[config.mk]
export PLATFORM = sky130hd
export DESIGN_NAME = frame_nibble_sniffer
export DESIGN_NICKNAME = d
export VERILOG_FILES = /design/src/rtl/sniff_pkg.sv /design/src/rtl/sniff_sync.sv /design/src/rtl/sniff_ctrl.sv /design/src/rtl/sniff_fifo.sv /design/src/rtl/frame_nibble_sniffer.sv
export SDC_FILE = /design/constraint.sdc
export NUM_CORES = 1
export LEC_CHECK = 0
export BUFFER_PORTS_ARGS = -buffer_cell sky130_fd_sc_hd__buf_2
export CAP_MARGIN = 10
export CORE_MARGIN = 3
export CORE_UTILIZATION = 45
export DETAILED_ROUTE_END_ITERATION = 10
export PLACE_DENSITY = 0.58
export SKIP_CTS_REPAIR_TIMING = 1
export SYNTH_ARGS = -nofsm -noshare
export SYNTH_HDL_FRONTEND = slang
export SYNTH_SLANG_ARGS = --single-unit
[constraint.sdc]
create_clock -name clk -period 5.1 [get_ports clk]
set_input_delay 1.02 -clock clk [delete_from_list [all_inputs] [get_ports clk]]
set_output_delay 1.02 -clock clk [all_outputs]
set_load 0.01 [all_outputs]
[src/rtl/sniff_pkg.sv]
package sniff_pkg;
   typedef enum logic [1:0] {
      ST_ARM   = 2'd0,
      ST_IDLE  = 2'd1,
      ST_RUN   = 2'd2,
      ST_FLUSH = 2'd3
   } sniff_state_e;

   function automatic int safe_clog2(input int v);
      return (v > 1) ? $clog2(v) : 1;
   endfunction
endpackage

[src/rtl/sniff_sync.sv]
module sniff_sync #(
   parameter int WIDTH  = 1,
   parameter int STAGES = 2
) (
   input  logic             clk,
   input  logic             rst,
   input  logic [WIDTH-1:0] d_i,
   output logic [WIDTH-1:0] q_o
);
   logic [WIDTH-1:0] stg [STAGES];

   if (STAGES < 1) begin : g_bad_stages
      $error("sniff_sync: STAGES must be at least 1");
   end

   for (genvar s = 0; s < STAGES; s++) begin : g_stage
      if (s == 0) begin : g_first
         always_ff @(posedge clk) begin
            if (rst) stg[0] <= '0;
            else     stg[0] <= d_i;
         end
      end else begin : g_next
         always_ff @(posedge clk) begin
            if (rst) stg[s] <= '0;
            else     stg[s] <= stg[s-1];
         end
      end
   end

   assign q_o = stg[STAGES-1];
endmodule

[src/rtl/sniff_ctrl.sv]
module sniff_ctrl
   import sniff_pkg::*;
#(
   parameter int NIB_W     = 4,
   parameter int WORD_W    = 32,
   parameter int NIBBLES   = 16,
   parameter int SPACING   = 6,
   parameter int START_DLY = 4,
   parameter int STROBE_HI = 2
) (
   input  logic              clk,
   input  logic              rst,
   input  logic              frame_s_i,
   input  logic [NIB_W-1:0]  bus_s_i,
   output logic              push_o,
   output logic [WORD_W-1:0] push_data_o,
   output logic              strobe_o
);
   localparam int NPW  = WORD_W / NIB_W;
   localparam int PH_W = safe_clog2(SPACING);
   localparam int NC_W = safe_clog2(NIBBLES);
   localparam int FC_W = safe_clog2(NPW);
   localparam logic [PH_W-1:0] PH_LAST  = PH_W'(SPACING - 1);
   localparam logic [PH_W-1:0] PH_SHIFT = PH_W'(START_DLY - 1);
   localparam logic [PH_W-1:0] PH_STB0  = PH_W'(START_DLY - STROBE_HI);
   localparam logic [NC_W-1:0] NC_LAST  = NC_W'(NIBBLES - 1);
   localparam logic [FC_W-1:0] FC_LAST  = FC_W'(NPW - 1);

   if (WORD_W % NIB_W != 0) begin : g_bad_word
      $error("sniff_ctrl: WORD_W must be a multiple of NIB_W");
   end
   if (START_DLY < 1 || START_DLY > SPACING) begin : g_bad_dly
      $error("sniff_ctrl: START_DLY must lie in 1..SPACING");
   end
   if (STROBE_HI < 1 || STROBE_HI > START_DLY) begin : g_bad_stb
      $error("sniff_ctrl: STROBE_HI must lie in 1..START_DLY");
   end

   sniff_state_e      state;
   logic [PH_W-1:0]   phase;
   logic [NC_W-1:0]   nib_cnt;
   logic [FC_W-1:0]   fill;
   logic [WORD_W-1:0] acc;
   logic [WORD_W-1:0] acc_next;

   assign acc_next = {acc[WORD_W-NIB_W-1:0], bus_s_i};

   always_ff @(posedge clk) begin
      if (rst) begin
         state       <= ST_ARM;
         phase       <= '0;
         nib_cnt     <= '0;
         fill        <= '0;
         acc         <= '0;
         push_o      <= 1'b0;
         push_data_o <= '0;
      end else begin
         push_o <= 1'b0;
         case (state)
            ST_ARM: begin
               if (frame_s_i) state <= ST_IDLE;
            end
            ST_IDLE: begin
               if (!frame_s_i) begin
                  state   <= ST_RUN;
                  phase   <= '0;
                  nib_cnt <= '0;
                  fill    <= '0;
                  acc     <= '0;
               end
            end
            ST_RUN: begin
               phase <= (phase == PH_LAST) ? '0 : phase + 1'b1;
               if (phase == PH_SHIFT) begin
                  if (fill == FC_LAST) begin
                     push_o      <= 1'b1;
                     push_data_o <= acc_next;
                     acc         <= '0;
                     fill        <= '0;
                  end else begin
                     acc  <= acc_next;
                     fill <= fill + 1'b1;
                  end
                  if (nib_cnt == NC_LAST) state   <= ST_FLUSH;
                  else                    nib_cnt <= nib_cnt + 1'b1;
               end
            end
            ST_FLUSH: begin
               push_o      <= 1'b1;
               push_data_o <= acc;
               acc         <= '0;
               state       <= ST_ARM;
            end
            default: state <= ST_ARM;
         endcase
      end
   end

   assign strobe_o = (state == ST_RUN) && (phase >= PH_STB0) && (phase <= PH_SHIFT);
endmodule

[src/rtl/sniff_fifo.sv]
module sniff_fifo
   import sniff_pkg::*;
#(
   parameter int WIDTH = 32,
   parameter int DEPTH = 8
) (
   input  logic             clk,
   input  logic             rst,
   input  logic             push_i,
   input  logic [WIDTH-1:0] data_i,
   output logic [WIDTH-1:0] data_o,
   output logic             valid_o,
   input  logic             ready_i,
   output logic             full_o,
   output logic             ovf_o
);
   localparam int AW = safe_clog2(DEPTH);
   localparam int CW = AW + 1;
   localparam bit POW2 = (DEPTH == (1 << AW));

   if (DEPTH < 2) begin : g_bad_depth
      $error("sniff_fifo: DEPTH must be at least 2");
   end

   logic [WIDTH-1:0] mem [DEPTH];
   logic [AW-1:0]    wr_ptr, rd_ptr, wr_nxt, rd_nxt;
   logic [CW-1:0]    count;
   logic             do_wr, do_rd;

   if (POW2) begin : g_wrap_free
      assign wr_nxt = wr_ptr + 1'b1;
      assign rd_nxt = rd_ptr + 1'b1;
   end else begin : g_wrap_cmp
      assign wr_nxt = (wr_ptr == AW'(DEPTH - 1)) ? '0 : wr_ptr + 1'b1;
      assign rd_nxt = (rd_ptr == AW'(DEPTH - 1)) ? '0 : rd_ptr + 1'b1;
   end

   assign full_o  = (count == CW'(DEPTH));
   assign valid_o = (count != '0);
   assign do_wr   = push_i && !full_o;
   assign do_rd   = valid_o && ready_i;
   assign data_o  = mem[rd_ptr];

   always_ff @(posedge clk) begin
      if (do_wr) mem[wr_ptr] <= data_i;
   end

   always_ff @(posedge clk) begin
      if (rst) begin
         wr_ptr <= '0;
         rd_ptr <= '0;
         count  <= '0;
         ovf_o  <= 1'b0;
      end else begin
         if (do_wr) wr_ptr <= wr_nxt;
         if (do_rd) rd_ptr <= rd_nxt;
         case ({do_wr, do_rd})
            2'b10:   count <= count + 1'b1;
            2'b01:   count <= count - 1'b1;
            default: count <= count;
         endcase
         if (push_i && full_o) ovf_o <= 1'b1;
      end
   end
endmodule

[src/rtl/frame_nibble_sniffer.sv]
module frame_nibble_sniffer #(
   parameter int NIB_W      = 4,
   parameter int WORD_W     = 32,
   parameter int NIBBLES    = 16,
   parameter int SPACING    = 6,
   parameter int START_DLY  = 4,
   parameter int STROBE_HI  = 2,
   parameter int SYNC_STG   = 2,
   parameter int FIFO_DEPTH = 8
) (
   input  logic              clk,
   input  logic              rst,
   input  logic              frame_n_i,
   input  logic [NIB_W-1:0]  bus_i,
   output logic              strobe_o,
   output logic [WORD_W-1:0] word_o,
   output logic              valid_o,
   input  logic              ready_i,
   output logic              overflow_o
);
   localparam int SYNC_W = NIB_W + 1;

   logic [SYNC_W-1:0] raw_in, sync_out;
   logic              frame_s;
   logic [NIB_W-1:0]  bus_s;
   logic              push;
   logic [WORD_W-1:0] push_data;
   logic              fifo_full;

   assign raw_in  = {frame_n_i, bus_i};
   assign frame_s = sync_out[SYNC_W-1];
   assign bus_s   = sync_out[NIB_W-1:0];

   sniff_sync #(.WIDTH(SYNC_W), .STAGES(SYNC_STG)) i_sync (
      .clk (clk),
      .rst (rst),
      .d_i (raw_in),
      .q_o (sync_out)
   );

   sniff_ctrl #(
      .NIB_W    (NIB_W),
      .WORD_W   (WORD_W),
      .NIBBLES  (NIBBLES),
      .SPACING  (SPACING),
      .START_DLY(START_DLY),
      .STROBE_HI(STROBE_HI)
   ) i_ctrl (
      .clk        (clk),
      .rst        (rst),
      .frame_s_i  (frame_s),
      .bus_s_i    (bus_s),
      .push_o     (push),
      .push_data_o(push_data),
      .strobe_o   (strobe_o)
   );

   sniff_fifo #(.WIDTH(WORD_W), .DEPTH(FIFO_DEPTH)) i_fifo (
      .clk    (clk),
      .rst    (rst),
      .push_i (push),
      .data_i (push_data),
      .data_o (word_o),
      .valid_o(valid_o),
      .ready_i(ready_i),
      .full_o (fifo_full),
      .ovf_o  (overflow_o)
   );
endmodule

==> metrics.md <==
| Metric | Value |
|---|---|
| Critical path launch point type | flop |
| Cell Area, Placed | about 0.014 sq mm |
| Cell row count | 63 |
| Avg Inst Size Synth | 16.3 sq um |
| Status | complete, no violations |
| I/O Pins | 43 |
| FF+latch count, synth | roughly 360 |
| Global-route met2 utilization | between 20% and 30% |
| Unrepaired setup endpoints after global routing | false |
| Fin. max-slew vios | 0 |
| Maximum VDD drop | 0.000221 V |
| Fin. Hold Viols | 0 |
| Reg-to-reg endpoint | i_fifo.mem[0][10] |
| Pre-antenna DRT Iters | 4 |
| Top_reg_cell synth | edfxtp_1 |
| Family with the most delay on the worst path | multiplexers |
| Worst reg2reg startpoint | i_fifo.count[1] |
| Crit-path max cell delay | 0.81 ns |
| CP endpoint kind | primary output |
| P_leak | 0.00495 uW |
| GR Util met3 | 2.56% |
| PwrDens | 409 mW/mm^2 |
| Sequential power share | between 50% and 60% |
| Port buffer count | 42 |
| Mapped Cells | about 850 |
| Root buffer cell | clkbuf_16 |
| Final HPWL DP | 15.8 mm |
| Syn Nets | 871 |
| DP Cell Count | around 1.2k |
| Syn. warnings | 0 |
| Sequential-to-total area share from yosys stat | 70.3% |
| WP buf/inv | 2 |
| Part of the power in the clock network | 42.2% |
| Final cell count without fillers | 1,310 |
| Clk sinks | 357 |
| Yosys cell types | 46 |
| Critical path fanouts, max | 32 |
| Final Critical Period | 3.79 ns |
| Gr ovfl total | 0 |
| Worst EP arrival | 2.77 ns |
| Routed WL | 26.7 mm |
| Drc violations | 0 |
| DR vias | 7,285 |
| Worst Skew | 0.00985 ns |
| Mapped Area | approximately 0.014 sq mm |
| Gr busiest metal | met2 |
| CTS Buffer Depth | 3 |
| Post-synth EDFFs | 256 |
| Worst min-delay path startpoint | i_sync.stg[0][2] |
| Worst hold-check path type | flop to flop |
| Worst Path Required | 4.08 ns |
| Initial Util | roughly 46% |
| Max-Cap Viols | 0 |
| Kind of critical path | flop to primary output |
| Pwr Total | 6440 uW |
| Initial DRC Count | 463 |
| Met1 Usage GRT | 20.9% |
| Switching power | 1440 uW |
| Synth-to-layout area growth | 14.0% |
| CP cell instances | buf_4 -> mux4_2 -> mux2_2 -> buf_2 |
| End-of-flow core utilization | 52.6% |
| Fmax | approximately 260 MHz |
| R2R depth | 5 |
| Share of post-route cells with drive strength above 1 | 24.9% |
| Die area | ~0.033 sq mm |
| Most frequent cells in the layout | edfxtp_1, dfxtp_1, mux4_2 |
| # diodes | 0 |
| Vias per Instance | 5.56 |
| Initial antenna violation count | 0 |
| Max_slew headroom | 22.3% |
| NumNets Final | 913 |
| Cell area after layout | 0.0157 sq mm |
| Hold depth | 1 |
| Leading cell type in the layout, fill and taps excluded | edfxtp_1 |
| Worst Max-Slew Pin Slew | ~1.2 ns |
| Die Width | 181 um |
| Worst skew pair latency | 0.51 ns |
| Vias in the first global route | about 7.6k |
| Die H | 181 um |
| First-pass GRT wire length | 42.7 mm |
| Max H-tree Level | 2 |
| R2R Setup Slk | 2.18 ns |
| Finish-stage setup viols | 0 |
| WL/cell | slightly above 20 um |
| WHS Endpoint | i_sync.stg[1][2] |
| TritonCTS clock tree | done |
| Combinational power share | 7.2% |
| Setup tns final | 0 ns |
| ANT nets after route | 0 |
| Ys async rst share | 0% |
| Fin crit share | 74.2% |
| Internal | 5000 uW |
| Largest net degree at the start of global routing | 100 |
| Core Area | 0.0300 sq mm |
| Slowest cell on crit path | dfxtp_4 |
| GR Util All Layers | 16.4% |
| Global placer's final weighted congestion | 0.725 |
| Worst-path clk slew | 0.06 ns |
| Switching Share | between 20% and 30% |
| CTS Buf Count | 37 |
-- state kept, by name, summed over array words and instances (netlist names), named ones only --
signal	count
i_fifo.wr_ptr	3
i_ctrl.nib_cnt	4
i_ctrl.push_o	1
i_ctrl.state	2
i_sync.stg	10
i_fifo.ovf_o	1
i_ctrl.phase	3
i_ctrl.acc	32
i_ctrl.fill	3
i_fifo.mem	256
i_ctrl.push_data_o	32
i_fifo.rd_ptr	3
i_fifo.count	4
-- worst reg2reg max path, delay by kind of cell, from the launching register on --
kind	cells	cell delay (ns)
buf+inv	1	0.48
flops	1	0.46
simple gates	4	1.65
-- Yosys cell counts (all sizes together), types with 7 or more instances --
cell	instances	area share, %
a21oi	44	1.6
nor2b	15	0.68
nand3	41	1.5
buf	18	0.67
mux4	64	10
nand2	46	1.3
inv	7	0.19
mux2i	35	2.5
clkbuf	37	1.0
edfxtp	256	56
nor2	58	1.6
a211oi	33	1.8
dfxtp	101	15
ha	14	1.3
mux2	33	2.7
-- cells by family after synthesis --
family          synth area share (%)
flops                           70.3
simple gates                    6.32
mux                             15.7
compound gates                  4.17
buf+inv                         1.88
fa+ha+maj                       1.27
xor+xnor                       0.381
-- power by group through the flow --
stage          registers, uW  clock network [uW]  logic [uW]
4_1_cts                 3260                2780         465
2_1_floorplan           3280                   0         375
3_5_place_dp            3320                   0         464
5_1_grt                 3270                2910         508
6_report                3260                2720         464
3_3_place_gp            3310                   0         451
-- final cells by class --
cell class              instances  area, sq um
clock buffers                  45         1010
clock inverters                23          243
fillers                      2430        14200
inverters                       7         26.3
multi-input cells             430         3930
flip-flops and latches        357         9720
well taps                     390          488
repair buffers                 58          333
-- through the flow --
| step | hold slack, ns | setup WS (ns) |
|---|---|---|
| 2_1_floorplan | 0.414 | 1.29 |
| 4_1_cts | 0.444 | 1.21 |
| 6_report | 0.437 | 1.31 |
| 5_1_grt | 0.464 | 1.10 |
| 3_5_place_dp | 0.428 | 1.76 |
| 3_3_place_gp | 0.426 | 1.80 |
-- worst max path at each step --
stage | start | end | slack (ns) | cells past startpoint
floorplan | i_fifo.count[1] | i_fifo.mem[0][0] | 1.29 | 5
global placement | flop | word_o[6] | 1.80 | 4
detailed placement | flop | word_o[26] | 1.76 | 4
CTS | flop | word_o[8] | 1.21 | 4
global route | flop | word_o[10] | 1.10 | 4
finish | flop | word_o[26] | 1.31 | 4
-- per-layer routing --
layer  part of all wire (%)  up-vias  wire length, um
met5                      0        -                0
met4                    2.1        0              566
met3                    3.8       45             1010
met2                     52      134            13900
met1                     42     3736            11200
li1                       -     3370                -
(Power assumes the default switching activity.)
